==> config.mk <==
export PLATFORM = sky130hd
export DESIGN_NAME = pf_wp_ctrl
export DESIGN_NICKNAME = d
export VERILOG_FILES = /design/src/rtl/pf_wp_pkg.sv /design/src/rtl/pf_sync.sv /design/src/rtl/pf_guard_fsm.sv /design/src/rtl/pf_reset_gen.sv /design/src/rtl/pf_wp_ctrl.sv
export SDC_FILE = /design/constraint.sdc
export NUM_CORES = 1
export LEC_CHECK = 0
export BUFFER_PORTS_ARGS = -buffer_cell sky130_fd_sc_hd__buf_2
export CORE_UTILIZATION = 62
export CTS_CLUSTER_SIZE = 12
export DETAILED_ROUTE_END_ITERATION = 7
export HOLD_SLACK_MARGIN = 0.05
export PLACE_DENSITY = 0.87
export SETUP_SLACK_MARGIN = 0.05
export SLEW_MARGIN = 10
export SYNTH_ARGS = -nofsm -noshare
export SYNTH_HDL_FRONTEND = slang
export SYNTH_HIERARCHICAL = 1
export SYNTH_SLANG_ARGS = --single-unit
==> constraint.sdc <==
create_clock -name clk -period 3.04 [get_ports clk]
set_clock_uncertainty 0.1 [all_clocks]
set_input_delay 0.912 -clock clk [delete_from_list [all_inputs] [get_ports clk]]
set_output_delay 0.912 -clock clk [all_outputs]
set_load 0.02 [all_outputs]
==> src/rtl/pf_wp_pkg.sv <==
package pf_wp_pkg;

    localparam int unsigned NUM_BANKS = 2;

    typedef enum logic [1:0] {
        GS_PROT  = 2'd0,
        GS_HOLD  = 2'd1,
        GS_RUN   = 2'd2,
        GS_DRAIN = 2'd3
    } guard_state_e;

    typedef enum logic [1:0] {
        RS_IDLE   = 2'd0,
        RS_PEND   = 2'd1,
        RS_ACTIVE = 2'd2
    } rst_state_e;

    typedef enum logic [1:0] {
        GATE_BLOCK   = 2'd0,
        GATE_LIVE    = 2'd1,
        GATE_LATCHED = 2'd2
    } gate_mode_e;

    typedef struct packed {
        gate_mode_e mode;
        logic       bank;
    } gate_ctl_t;

    // Bits needed for a counter running 0 .. n-1
    function automatic int unsigned cnt_width(input int unsigned n);
        if (n < 2) return 1;
        return $clog2(n);
    endfunction

    // Steer an active-low enable onto the chosen bank
    function automatic logic [NUM_BANKS-1:0] bank_decode(input logic ce_n, input logic sel);
        logic [NUM_BANKS-1:0] v;
        v = '1;
        if (!ce_n) v[sel] = 1'b0;
        return v;
    endfunction

endpackage

==> src/rtl/pf_sync.sv <==
module pf_sync #(
    parameter int unsigned STAGES = 2
) (
    input  logic clk,
    input  logic rst,
    input  logic d,
    output logic q
);
    logic [STAGES-1:0] chain;

    generate
        if (STAGES == 1) begin : g_single
            always_ff @(posedge clk) begin
                if (rst) chain <= '0;
                else     chain <= d;
            end
        end else begin : g_multi
            always_ff @(posedge clk) begin
                if (rst) chain <= '0;
                else     chain <= {chain[STAGES-2:0], d};
            end
        end
    endgenerate

    assign q = chain[STAGES-1];
endmodule

==> src/rtl/pf_guard_fsm.sv <==
module pf_guard_fsm
    import pf_wp_pkg::*;
#(
    parameter int unsigned TO_CYC   = 30000,
    parameter int unsigned HOLD_CYC = 20000000
) (
    input  logic         clk,
    input  logic         rst,
    input  logic         pv_ok,
    input  logic         ce_n,
    input  logic         bank_sel,
    output gate_ctl_t    gate,
    output guard_state_e state
);
    localparam int unsigned MAXC = (TO_CYC > HOLD_CYC) ? TO_CYC : HOLD_CYC;
    localparam int unsigned CW   = cnt_width(MAXC);
    localparam logic [CW-1:0] TO_LAST   = CW'(TO_CYC - 1);
    localparam logic [CW-1:0] HOLD_LAST = CW'(HOLD_CYC - 1);

    guard_state_e st;
    logic [CW-1:0] cnt;
    logic          lat_bank;

    always_ff @(posedge clk) begin
        if (rst) begin
            st       <= GS_PROT;
            cnt      <= '0;
            lat_bank <= 1'b0;
        end else begin
            case (st)
                GS_PROT: begin
                    if (pv_ok) begin
                        st  <= GS_HOLD;
                        cnt <= '0;
                    end
                end
                GS_HOLD: begin
                    if (!pv_ok) begin
                        st <= GS_PROT;
                    end else if (cnt == HOLD_LAST) begin
                        st <= GS_RUN;
                    end else begin
                        cnt <= cnt + CW'(1);
                    end
                end
                GS_RUN: begin
                    if (!pv_ok) begin
                        cnt <= '0;
                        if (!ce_n) begin
                            st       <= GS_DRAIN;
                            lat_bank <= bank_sel;
                        end else begin
                            st <= GS_PROT;
                        end
                    end
                end
                GS_DRAIN: begin
                    if (ce_n || cnt == TO_LAST) begin
                        st <= GS_PROT;
                    end else begin
                        cnt <= cnt + CW'(1);
                    end
                end
                default: st <= GS_PROT;
            endcase
        end
    end

    always_comb begin
        gate.bank = lat_bank;
        case (st)
            GS_RUN:   gate.mode = GATE_LIVE;
            GS_DRAIN: gate.mode = GATE_LATCHED;
            default:  gate.mode = GATE_BLOCK;
        endcase
    end

    assign state = st;
endmodule

==> src/rtl/pf_reset_gen.sv <==
module pf_reset_gen
    import pf_wp_pkg::*;
#(
    parameter int unsigned DLY_CYC  = 20000,
    parameter int unsigned HOLD_CYC = 16000000
) (
    input  logic       clk,
    input  logic       rst,
    input  logic       pv_ok,
    output logic       sys_rst,
    output rst_state_e state
);
    localparam int unsigned MAXC = (DLY_CYC > HOLD_CYC) ? DLY_CYC : HOLD_CYC;
    localparam int unsigned CW   = cnt_width(MAXC);
    localparam logic [CW-1:0] DLY_LAST  = CW'(DLY_CYC - 1);
    localparam logic [CW-1:0] HOLD_LAST = CW'(HOLD_CYC - 1);

    rst_state_e    st;
    logic [CW-1:0] cnt;

    always_ff @(posedge clk) begin
        if (rst) begin
            st  <= RS_ACTIVE;
            cnt <= '0;
        end else begin
            case (st)
                RS_ACTIVE: begin
                    if (!pv_ok) begin
                        cnt <= '0;
                    end else if (cnt == HOLD_LAST) begin
                        st  <= RS_IDLE;
                        cnt <= '0;
                    end else begin
                        cnt <= cnt + CW'(1);
                    end
                end
                RS_IDLE: begin
                    if (!pv_ok) begin
                        st  <= RS_PEND;
                        cnt <= '0;
                    end
                end
                RS_PEND: begin
                    if (cnt == DLY_LAST) begin
                        st  <= RS_ACTIVE;
                        cnt <= '0;
                    end else begin
                        cnt <= cnt + CW'(1);
                    end
                end
                default: st <= RS_ACTIVE;
            endcase
        end
    end

    assign sys_rst = (st == RS_ACTIVE);
    assign state   = st;
endmodule

==> src/rtl/pf_wp_ctrl.sv <==
module pf_wp_ctrl
    import pf_wp_pkg::*;
#(
    parameter int unsigned WP_TIMEOUT_CYC = 30000,
    parameter int unsigned EN_HOLD_CYC    = 20000000,
    parameter int unsigned RST_DELAY_CYC  = 20000,
    parameter int unsigned RST_HOLD_CYC   = 16000000,
    parameter int unsigned SYNC_STAGES    = 2
) (
    input  logic       clk,
    input  logic       rst,
    input  logic       pwr_ok_in,
    input  logic       ce_n,
    input  logic       bank_sel,
    output logic [1:0] bank_en_n,
    output logic       sys_rst
);
    logic         pv_sync;
    gate_ctl_t    gate;
    guard_state_e g_state;
    rst_state_e   r_state;

    pf_sync #(.STAGES(SYNC_STAGES)) u_sync (
        .clk (clk),
        .rst (rst),
        .d   (pwr_ok_in),
        .q   (pv_sync)
    );

    pf_guard_fsm #(
        .TO_CYC   (WP_TIMEOUT_CYC),
        .HOLD_CYC (EN_HOLD_CYC)
    ) u_guard (
        .clk      (clk),
        .rst      (rst),
        .pv_ok    (pv_sync),
        .ce_n     (ce_n),
        .bank_sel (bank_sel),
        .gate     (gate),
        .state    (g_state)
    );

    pf_reset_gen #(
        .DLY_CYC  (RST_DELAY_CYC),
        .HOLD_CYC (RST_HOLD_CYC)
    ) u_rstgen (
        .clk     (clk),
        .rst     (rst),
        .pv_ok   (pv_sync),
        .sys_rst (sys_rst),
        .state   (r_state)
    );

    // Combinational pass-through, gated by the registered guard state
    always_comb begin
        case (gate.mode)
            GATE_LIVE:    bank_en_n = bank_decode(ce_n, bank_sel);
            GATE_LATCHED: bank_en_n = bank_decode(ce_n, gate.bank);
            default:      bank_en_n = '1;
        endcase
    end
endmodule

Word level (Yosys, flattened, before mapping)
Cells that the tools add are included.
{"block": "totals", "ff_bits": 56}
{"block": "op_classes", "mux": 31, "eq_ne": 22, "add_sub_neg": 2, "reduce_logical": 11, "bitwise_logic": 4, "order_cmp": 4}
{"cell": "$mux 25", "count": 5}
{"cell": "$pmux 25 s4", "count": 1}
{"cell": "$mux 24", "count": 4}
{"cell": "$pmux 24 s3", "count": 1}
{"cell": "$add 25x1->25 const B", "count": 1}
{"cell": "$eq 25x15->1 const B", "count": 1}
{"cell": "$eq 25x25->1 const B", "count": 1}
{"cell": "$add 24x1->24 const B", "count": 1}
{"cell": "$eq 24x15->1 const B", "count": 1}
{"cell": "$eq 24x24->1 const B", "count": 1}
{"cell": "$mux 2", "count": 12}
{"cell": "$ne 2x2->1 const B", "count": 6}
{"cell": "$eq 2x2->1 const B", "count": 4}
{"cell": "$ne 2x1->1 const B", "count": 4}
{"cell": "$pmux 2 s2", "count": 2}
{"cell": "$pmux 2 s4", "count": 1}
{"cell": "$reduce_and 4->1", "count": 2}
{"cell": "$eq 2x1->1 const B", "count": 3}
{"cell": "$pmux 2 s3", "count": 1}
{"cell": "$reduce_and 5->1", "count": 1}
{"cell": "$logic_not 2->1", "count": 2}
{"cell": "$lt 1x2->1 const B", "count": 2}
{"cell": "$not 2->2", "count": 2}
{"cell": "$ne 3x2->1 const B", "count": 1}
{"cell": "9 further kinds", "count": 14}

Longest topological paths before layout
Gate-level depths: netlist (run 1).
{"block": "depth", "word_depth": 7, "depth_mapped": 9}

Hierarchy
Netlist (run 1), hierarchy kept.
{"mod": "pf_guard_fsm", "area_each_um2": 1690.4, "instances": 1, "seq_area_each_um2": 560.5, "cells_each": 216}
{"mod": "pf_reset_gen", "area_each_um2": 1425.1, "instances": 1, "seq_area_each_um2": 520.5, "cells_each": 168}
{"mod": "pf_wp_ctrl", "area_each_um2": 76.3, "instances": 1, "seq_area_each_um2": 0.0, "cells_each": 10}
{"mod": "pf_sync", "area_each_um2": 52.6, "instances": 1, "seq_area_each_um2": 40.0, "cells_each": 4}

Worst setup path before layout (run 1)
OpenSTA, ideal clock, no wires.
{"block": "synth_timing", "path_kind": "reg-to-output", "from": "reg u_guard.st[0], in the netlist u_guard/state[0]", "to": "out bank_en_n[1]", "stages_incl_launch_ff": 8, "setup_slack_ps": 319, "t_required_ps": 2028, "path_buffers": 2, "arrival_time_ps": 1709, "cell_sequence": "dfxtp_1 -> clkbuf_1 -> clkbuf_1 -> and2_1 -> inv_1 -> ha_1 -> o21ai_0 -> nand4b_1"}
{"item": "start, declared", "line": "pf_guard_fsm.sv:20", "text": "guard_state_e st;"}
{"item": "start signal, assigned", "line": "pf_guard_fsm.sv:26", "text": "st <= GS_PROT;"}
{"item": "start signal, assigned", "line": "pf_guard_fsm.sv:33", "text": "st <= GS_HOLD;"}
{"item": "start signal, assigned", "line": "pf_guard_fsm.sv:39", "text": "st <= GS_PROT;"}
{"item": "end, declared", "line": "pf_wp_ctrl.sv:15", "text": "output logic [1:0] bank_en_n,"}

==> impl_metrics.env, run 1 <==
export IMPL_status="completed"
export IMPL_ys_flop_type="dfxtp_1"
export IMPL_yosysWarnings=6
export IMPL_port_buffers=7
export IMPL_finalMaxSlewViolations=0
export IMPL_power_leakage_uw=0.0009609
export IMPL_drt_initial_drc_count=344
export IMPL_grt_max_degree=40
export IMPL_grt_first_pass_wirelength_mm=12.15
export IMPL_worstReg2RegStart="u_guard/cnt[0]"
export IMPL_crit_end="bank_en_n[1]"
export IMPL_start_kind="flip-flop"
export IMPL_postCtsSetupBuffers=0
export IMPL_drive_above_1_share_pct=10.28
export IMPL_synthArstFlopShare_pct=0
export IMPL_synth_compound_area_share_pct=14.38
export IMPL_synth_top_cell_by_area="dfxtp_1"
export IMPL_setup_viol=0
export IMPL_rsz0062_at_grt="no"
export IMPL_fin_util_pct=69.51
export IMPL_antenna_found_initial=0
export IMPL_crit_fanout=7
export IMPL_synth_top_area_share_pct=34.55
export IMPL_wirelength_mm=7.279
export IMPL_synth_top_family_by_area="simple AND/OR/NAND/NOR gates"
export IMPL_synth_net_count=407
export IMPL_synth_common_cells="56 x dfxtp_1, 40 x nor2_1, 32 x nand2_1, 30 x nand3_1, 20 x a21oi_1"
export IMPL_antennaDiodeCount=0
export IMPL_maxSlewHeadroom_pct=48.24
export IMPL_wl_met1_mm=3.447
export IMPL_gr_usage_all_layers_pct=28.40
export IMPL_ios=8
export IMPL_synthMuxAreaShare_pct=0.6170
export IMPL_cap_violations=0
export IMPL_drc=0
export IMPL_synth_cell_types=63
export IMPL_place_congestion=0.9098
export IMPL_grt_ovfl_total=0
export IMPL_cts_sinks=56
export IMPL_nets=407
export IMPL_ys_seq_area_share_pct=34.55
export IMPL_max_clock_freq_mhz=353.8
export IMPL_synth_edff_count=0
export IMPL_die_area_um2=5526
export IMPL_hold_class="reg -> reg"
export IMPL_clkLatencyLatePin_ns=0.32
export IMPL_path_clk_slew_ns=0.10
export IMPL_tns_ns=0
export IMPL_cts_buffer_depth=2
export IMPL_routed_via_density=6.457
export IMPL_top_layer="met4"
export IMPL_drtAntennaViolNets=0
export IMPL_chipWidth_um=74.34
export IMPL_required_ns=2.03
export IMPL_wl_met2_mm=3.277
export IMPL_synth_most_common_cell="dfxtp_1"
export IMPL_syn_area_um2=3244
export IMPL_synth_area_leaders="dfxtp_1 35%, nand3_1 4.6%, nor2_1 4.6%, xnor2_1 4.6%, nand2_1 3.7%"
export IMPL_synth_fa_ha_area_share_pct=1.543
export IMPL_synth_simple_area_share_pct=37.64
export IMPL_r2r_cells=7
export IMPL_syn_inst=398
export IMPL_worstSetupEndpointType="primary output"
export IMPL_power_uw=1300
export IMPL_wl_per_cell_um=15.62
export IMPL_worst_r2r_endpoint="u_guard/cnt[8]"
export IMPL_firstDrtPassIters=5
export IMPL_rrSetupSlack_ns=0.31
export IMPL_die_h_um=74.34
export IMPL_fin_crit_ns=2.826
export IMPL_cts_tree="done"
export IMPL_grt_pass1_vias=2594
export IMPL_rows=25
export IMPL_tightest_slew_ns=0.7764
export IMPL_synth_xor_area_share_pct=5.669
export IMPL_irDropWorstVdd_v=0.0002748
export IMPL_cp_arrival_ns=1.81
export IMPL_cts_root_buffer_cell="clkbuf_8"
export IMPL_worstSetupPathType="reg -> out"
export IMPL_power_density_nw_per_um2=383.2
export IMPL_area_delta_synth_final_pct=4.551
export IMPL_cts_made_buffers=5
export IMPL_startpoint="u_guard/state[1]"
export IMPL_dpl_hpwl_mm=4.965
export IMPL_route_met3_wl_um=491
export IMPL_period_share_pct=92.96
export IMPL_hold_violations=0
export IMPL_htreeDepth=2
export IMPL_core_um2=4880
export IMPL_vias=3009
export IMPL_ys_seq_elements=56
export IMPL_start_util_pct=66.49
export IMPL_syn_avg_cell_area_um2=8.152
-- report_power, final --
part,total (uW),switching (uW),internal [uW]
sequential,738,2.68,735
clock,521,251,270
combinational,41.0,29.2,11.8
-- critical path: stages (launching register included) --
cell	delay (ns)
dfxtp_1	0.46
nor2b_2	0.24
inv_1	0.06
ha_1	0.22
o21ai_0	0.22
nand4b_1	0.13
buf_2	0.18
-- layout make-up --
cell class / count / area (um^2)
tap: 67 / 83.83
clock inverter: 2 / 38.79
inverter: 15 / 56.30
fill: 413 / 1488
timing repair buffer: 11 / 65.06
clock buffer: 6 / 82.58
multi-input combinational: 309 / 1944
sequential: 56 / 1121
-- stage by stage --
stage	hold slack, ns	worst slack [ns]	std cells	area, um^2
after floorplan	0.3138	0.3191	398	3244
after global placement	0.3191	0.4107	458	3268
after detailed placement	0.3364	0.3557	458	3268
after CTS	0.3597	0.1355	466	3390
after global routing	0.3750	0.08214	466	3392
final	0.3554	0.2139	466	3392
-- per-layer routing --
layer  vias up  track usage, %
met5         -               0
met1      1427           41.85
li1       1471               -
met4         0           10.06
met3         4           3.659
met2       107           42.53
-- repair_timing --
item                       CTS  global route
resized for setup            0             1
setup endpoints to repair    0             2
hold buffers                 0             0
-- cell families (layout without fill, tap and decap cells) --
family                     count (synthesis)  in the layout
xor gates and xnor gates                  21             21
buffers and inverters                     33             34
adders and majority gates                  4              4
AOI/OAI and AO/OA                         69             69
and+or+nand+nor                          213            213
DFF                                       56             56
muxes                                      2              2
-- registers in the layout, indices dropped and copies added (netlist names) --
name              count
u_rstgen/cnt         24
u_rstgen/state        2
u_guard/state         2
u_guard/cnt          25
u_sync/chain          2
u_guard/lat_bank      1
-- cells in the final DEF, fill, tap and decap left out, types with 3 or more instances in the layout --
cell and n:
a21oi_1 20, a31oi_1 13, and2_1 4, and3_1 7, buf_2 7, buf_4 4
clkbuf_8 6, dfxtp_1 56, ha_1 4, inv_1 14, nand2_1 32, nand2b_1 4
nand3_1 30, nand3b_1 4, nand4_1 11, nand4b_1 6, nor2_1 40, nor2_2 3
nor2b_1 6, nor3_1 13, nor4_1 7, nor4_2 4, nor4b_1 3, o21ai_0 11
o31ai_1 3, o32ai_1 6, or2_2 3, or3_1 7, or4_1 12, xnor2_1 17
xor2_1 4
-- how the worst min path moves through the flow --
stage / from / to / slack, ns / cells past startpoint
after floorplan: u_sync/chain[0] / u_sync/chain[1] / 0.31 / 1
after global placement: u_sync/chain[0] / u_sync/chain[1] / 0.32 / 1
after detailed placement: u_sync/chain[0] / u_sync/chain[1] / 0.34 / 1
after CTS: u_sync/chain[0] / u_sync/chain[1] / 0.36 / 1
after global routing: u_sync/chain[0] / u_sync/chain[1] / 0.37 / 1
final: u_sync/chain[0] / u_sync/chain[1] / 0.36 / 1
Power figures use the tool's default switching activity.
==> inputs of run 2 (changes only) <==
--- a/config.mk
+++ b/config.mk
@@ -6,12 +6,14 @@
 export NUM_CORES = 1
 export LEC_CHECK = 0
 export BUFFER_PORTS_ARGS = -buffer_cell sky130_fd_sc_hd__buf_2
+export CORE_ASPECT_RATIO = 0.6
 export CORE_UTILIZATION = 62
 export CTS_CLUSTER_SIZE = 12
 export DETAILED_ROUTE_END_ITERATION = 7
 export HOLD_SLACK_MARGIN = 0.05
 export PLACE_DENSITY = 0.87
 export SETUP_SLACK_MARGIN = 0.05
+export SKIP_LAST_GASP = 1
 export SLEW_MARGIN = 10
 export SYNTH_ARGS = -nofsm -noshare
 export SYNTH_HDL_FRONTEND = slang
==> impl_metrics.env, run 2 (synthesized netlist as in run 1, its figures left out) <==
export IMPL_cpLargestDelayFamily="compound AO/OA/AOI/OAI gates"
export IMPL_ios=8
export IMPL_placed_area_um2=3256
export IMPL_crit_cells=6
export IMPL_rrSetupSlack_ns=0.17
export IMPL_htreeDepth=2
export IMPL_gr_usage_all_layers_pct=29.87
export IMPL_crit_chain="nand3_1 > nor4_1 > a31oi_2 > a31oi_4 > a21oi_1 > o32ai_1"
export IMPL_worstSetupPathType="reg -> reg"
export IMPL_fin_area_um2=3347
export IMPL_final_cell_mix="54 x dfxtp_1, 40 x nor2_1, 32 x nand2_1"
export IMPL_setup_viol=0
export IMPL_port_buffers=7
export IMPL_postCtsHoldBufs=0
export IMPL_grt_max_degree=33
export IMPL_cts_buffer_depth=2
export IMPL_reg_top3="u_guard/cnt x25, u_rstgen/cnt x24"
export IMPL_clkLatencyLatePin_ns=0.32
export IMPL_grt_ovfl_total=0
export IMPL_pre_cts_slack_ns=0.3158
export IMPL_min_from="u_sync/chain[0]"
export IMPL_period_share_pct=94.27
export IMPL_antennaDiodeCount=0
export IMPL_start_util_pct=67.56
export IMPL_cts_sinks=56
export IMPL_power_density_nw_per_um2=359.5
export IMPL_core_um2=4802
export IMPL_largest_reg_flops=25
export IMPL_grt_first_pass_wirelength_mm=12.65
export IMPL_drive_above_1_share_pct=10.05
export IMPL_drt_initial_drc_count=488
export IMPL_nets=406
export IMPL_r2r_cells=6
export IMPL_finalMaxSlewViolations=0
export IMPL_path_clk_slew_ns=0.10
export IMPL_hold_violations=0
export IMPL_routed_via_density=6.705
export IMPL_wl_per_cell_um=16.57
export IMPL_hold_end="u_sync/chain[1]"
export IMPL_cap_violations=0
export IMPL_irDropWorstVdd_v=0.0001997
export IMPL_cts_tree="done"
export IMPL_required_ns=3.18
export IMPL_rsz0062_at_grt="no"
export IMPL_max_stage_delay_ns=0.68
export IMPL_layout_cells_most_common="dfxtp_1"
export IMPL_start_kind="flip-flop"
export IMPL_fillers=397
export IMPL_power_leakage_uw=0.0009372
export IMPL_status="completed"
export IMPL_die_area_um2=5536
export IMPL_layout_setup_ws_ns=0.1742
export IMPL_cts_made_buffers=5
export IMPL_fin_crit_ns=2.866
export IMPL_dpl_hpwl_mm=5.524
export IMPL_tightest_slew_ns=0.7562
export IMPL_regMostFlops="u_guard/cnt"
export IMPL_tns_ns=0
export IMPL_area_delta_synth_final_pct=3.162
export IMPL_antenna_found_initial=0
export IMPL_cpMaxStageDelayCell="a31oi_4"
export IMPL_cts_root_buffer_cell="clkbuf_8"
export IMPL_cp_arrival_ns=3.00
export IMPL_rows=19
export IMPL_drc=0
export IMPL_hold_class="reg -> reg"
export IMPL_vias=3091
export IMPL_wirelength_mm=7.637
export IMPL_min_path_cells=1
export IMPL_worstSetupEndpointType="flip-flop"
export IMPL_place_congestion=0.9111
export IMPL_crit_fanout=32
export IMPL_drtAntennaViolNets=0
export IMPL_chipWidth_um=95.39
export IMPL_grt_pass1_vias=2559
export IMPL_worst_r2r_endpoint="u_guard/cnt[9]"
export IMPL_path_buf_inv=0
export IMPL_power_uw=1203
export IMPL_firstDrtPassIters=5
export IMPL_maxSlewHeadroom_pct=49.58
export IMPL_worstReg2RegStart="u_guard/cnt[5]"
export IMPL_die_h_um=58.04
export IMPL_max_clock_freq_mhz=348.9
-- run 2: cell types whose count changed in the layout (fill, tap and decap cells not counted) --
cell,change
dfxtp_2,+2
buf_4,-1
nor2b_2,-1
bufinv_16,-1
clkinvlp_4,+1
clkbuf_1,+1
dfxtp_1,-2
clkbuf_8,-1
nor2b_1,+1
-- run 2: worst register-to-register path, delay by kind of cell (launching register included) --
kind,cells,cell delay [ns]
AOI/OAI and AO/OA,4,1.39
and+or+nand+nor,2,0.85
DFF,1,0.44
-- run 2: stage by stage --
| stage | utilization [%] | std cells | hold slack (ns) |
|---|---|---|---|
| final | 69.70 | 461 | 0.3562 |
| after global routing | 69.70 | 461 | 0.3846 |
| after CTS | 69.65 | 461 | 0.3591 |
| after detailed placement | 67.80 | 453 | 0.3390 |
| after global placement | 67.80 | 453 | 0.3261 |
| after floorplan | - | 398 | 0.3138 |
-- run 2: layout make-up --
cell class	instances	area, um^2	share of cell area (%)
Inverter	15	56.30	1.682
Tap cell	63	78.83	2.355
Clock inverter	2	16.27	0.4860
Sequential cell	56	1124	33.57
Clock buffer	6	72.57	2.168
Timing Repair Buffer	10	57.56	1.720
Multi-Input combinational cell	309	1942	58.02
-- run 2: layer usage --
layer,wire length [um],global-route usage (%),vias to the layer above
li1,-,-,1473
met1,3568,45.56,1422
met2,3014,41.02,182
met3,942,7.349,14
met4,111,9.382,0
met5,0,0,-
-- run 2: how the worst max path moves through the flow --
| stage | start | endpoint |
|---|---|---|
| 3_5_place_dp | ce_n | u_guard/cnt[6] |
| 5_1_grt | u_guard/state[1] | bank_en_n[1] |
| 2_1_floorplan | u_guard/state[0] | bank_en_n[1] |
| 3_3_place_gp | ce_n | u_guard/cnt[24] |
| 4_1_cts | u_guard/state[0] | bank_en_n[1] |
| 6_report | u_guard/cnt[5] | u_guard/cnt[9] |
-- run 2: repair_timing --
action                                 CTS  global route
endpoints found under the hold margin    0             0
setup endpoints to repair                0             2
gates resized for setup                  0             2
setup buffers                            0             0
-- run 2: where the power goes --
| group | leakage [uW] | total [uW] | switching, uW | internal [uW] |
|---|---|---|---|---|
| combinational | 0.000443 | 41.6 | 29.7 | 11.8 |
| clock | 0.0000414 | 423 | 259 | 165 |
| sequential | 0.000452 | 738 | 3.26 | 735 |
| total | 0.000937 | 1200 | 292 | 912 |
==> inputs of run 3 (changes only) <==
--- a/config.mk
+++ b/config.mk
@@ -5,13 +5,13 @@
 export SDC_FILE = /design/constraint.sdc
 export NUM_CORES = 1
 export LEC_CHECK = 0
-export BUFFER_PORTS_ARGS = -buffer_cell sky130_fd_sc_hd__buf_2
 export CORE_ASPECT_RATIO = 0.6
 export CORE_UTILIZATION = 62
 export CTS_CLUSTER_SIZE = 12
 export DETAILED_ROUTE_END_ITERATION = 7
+export DONT_BUFFER_PORTS = 1
 export HOLD_SLACK_MARGIN = 0.05
-export PLACE_DENSITY = 0.87
+export PLACE_DENSITY = 0.86
 export SETUP_SLACK_MARGIN = 0.05
 export SKIP_LAST_GASP = 1
 export SLEW_MARGIN = 10
==> impl_metrics.env, run 3 (synthesized netlist as in run 1, its figures left out) <==
export IMPL_firstDrtPassIters=5
export IMPL_grt_max_degree=40
export IMPL_routed_via_density=6.789
export IMPL_rrSetupSlack_ns=0.51
export IMPL_antennaDiodeCount=0
export IMPL_rows=19
export IMPL_regMostFlops="u_guard/cnt"
export IMPL_die_area_um2=5536
export IMPL_grt_pass1_vias=2544
export IMPL_worst_r2r_endpoint="u_guard/cnt[21]"
export IMPL_nets=399
export IMPL_drc=0
export IMPL_period_share_pct=91.74
export IMPL_status="completed"
export IMPL_cts_sinks=56
export IMPL_worstSetupEndpointType="primary output"
export IMPL_area_delta_synth_final_pct=2.160
export IMPL_port_buffers=0
export IMPL_power_uw=1189
export IMPL_worstReg2RegStart="u_guard/state[0]"
export IMPL_tns_ns=0
export IMPL_fin_crit_ns=2.789
export IMPL_drtAntennaViolNets=0
export IMPL_place_congestion=0.9316
export IMPL_chipWidth_um=95.39
export IMPL_start_util_pct=67.56
export IMPL_grt_ovfl_total=0
export IMPL_cts_buffer_depth=2
export IMPL_finalMaxSlewViolations=0
export IMPL_drive_above_1_share_pct=8.440
export IMPL_rsz0062_at_grt="no"
export IMPL_cts_root_buffer_cell="clkbuf_8"
export IMPL_fin_util_pct=69.02
export IMPL_tightest_slew_ns=0.7793
export IMPL_startpoint="u_guard/state[1]"
export IMPL_cts_tree="done"
export IMPL_power_density_nw_per_um2=358.7
export IMPL_final_cell_mix="55 x dfxtp_1, 40 x nor2_1, 32 x nand2_1"
export IMPL_irDropWorstVdd_v=0.0002322
export IMPL_fillers=393
export IMPL_required_ns=2.03
export IMPL_setup_viol=0
export IMPL_drt_initial_drc_count=368
export IMPL_start_kind="flip-flop"
export IMPL_grt_first_pass_wirelength_mm=12.39
export IMPL_max_clock_freq_mhz=358.6
export IMPL_dpl_hpwl_mm=5.527
export IMPL_die_h_um=58.04
export IMPL_wl_per_cell_um=17.06
export IMPL_cap_violations=0
export IMPL_antenna_found_initial=0
export IMPL_largest_reg_flops=25
export IMPL_clkLatencyLatePin_ns=0.32
export IMPL_reg_top3="u_guard/cnt x25, u_rstgen/cnt x24"
export IMPL_crit_chain="nor2b_1 > inv_1 > ha_1 > o21ai_0 > nand4b_1"
export IMPL_placed_cells=446
export IMPL_cpLargestDelayFamily="simple AND/OR/NAND/NOR gates"
export IMPL_postCtsSetupBuffers=0
export IMPL_r2r_cells=7
export IMPL_wirelength_mm=7.744
export IMPL_crit_cells=5
export IMPL_crit_end="bank_en_n[1]"
export IMPL_core_um2=4802
export IMPL_power_leakage_uw=0.0009126
export IMPL_path_buf_inv=1
export IMPL_hold_violations=0
export IMPL_layout_cells_most_common="dfxtp_1"
export IMPL_max_stage_delay_ns=0.41
export IMPL_cts_made_buffers=5
export IMPL_crit_fanout=7
export IMPL_worstSetupPathType="reg -> out"
export IMPL_vias=3082
export IMPL_cpMaxStageDelayCell="dfxtp_2"
export IMPL_path_clk_slew_ns=0.11
export IMPL_cp_arrival_ns=1.78
export IMPL_maxSlewHeadroom_pct=47.65
export IMPL_htreeDepth=2
export IMPL_ios=8
export IMPL_hold_class="reg -> reg"
export IMPL_fin_cells=454
export IMPL_gr_usage_all_layers_pct=29.17
-- run 3: changes by cell type in the layout (fill, tap and decap cells not counted), sizes merged --
| cell | previous run | this run |
|---|---|---|
| buf | 10 | 3 |
| clkbuf | 6 | 5 |
| clkinvlp | 1 | 2 |
-- run 3: where the power goes --
group	internal, uW	switching, uW	leakage [uW]
combinational	9.80	20.7	0.000420
clock	164	257	0.0000404
sequential	735	2.80	0.000452
-- run 3: worst min path at each step --
stage	startpoint	end	slack, ns	cells after the start
2_1_floorplan	u_sync/chain[0]	u_sync/chain[1]	0.31	1
3_3_place_gp	u_sync/chain[0]	u_sync/chain[1]	0.32	1
3_5_place_dp	u_sync/chain[0]	u_sync/chain[1]	0.34	1
4_1_cts	u_sync/chain[0]	u_sync/chain[1]	0.36	1
5_1_grt	u_sync/chain[0]	u_sync/chain[1]	0.37	1
6_report	u_sync/chain[0]	u_sync/chain[1]	0.36	1
-- run 3: layer usage --
layer  global-route usage, %  share of wire [%]  vias to the layer above
li1                        -                  -                     1451
met1                   46.73                 48                     1435
met2                   37.96                 39                      180
met3                   6.299                 11                       16
met4                   8.955                1.1                        0
met5                       0                  0                        -
-- run 3: cell type report --
cell class	count	area (um^2)	area share [%]
well taps	63	78.83	2.378
flip-flops and latches	56	1122	33.86
repair buffers	3	22.52	0.6795
inverters	15	56.30	1.699
clock inverters	3	23.77	0.7173
clock buffers	5	68.82	2.076
multi-input cells	309	1942	58.59
-- run 3: what timing repair did --
item / 4_1_cts / 5_1_grt
hold buffers: 0 / 0
gates resized for setup: 0 / 1
setup endpoints to repair: 0 / 2
-- run 3: through the flow --
| step | instance area, um^2 | hold slack (ns) | worst slack [ns] |
|---|---|---|---|
| final | 3314 | 0.3574 | 0.2510 |
| after global routing | 3314 | 0.3664 | 0.09780 |
| after floorplan | 3244 | 0.3138 | 0.3191 |
| after CTS | 3313 | 0.3595 | 0.1575 |
| after global placement | 3221 | 0.3221 | 0.6245 |
| after detailed placement | 3221 | 0.3445 | 0.5267 |
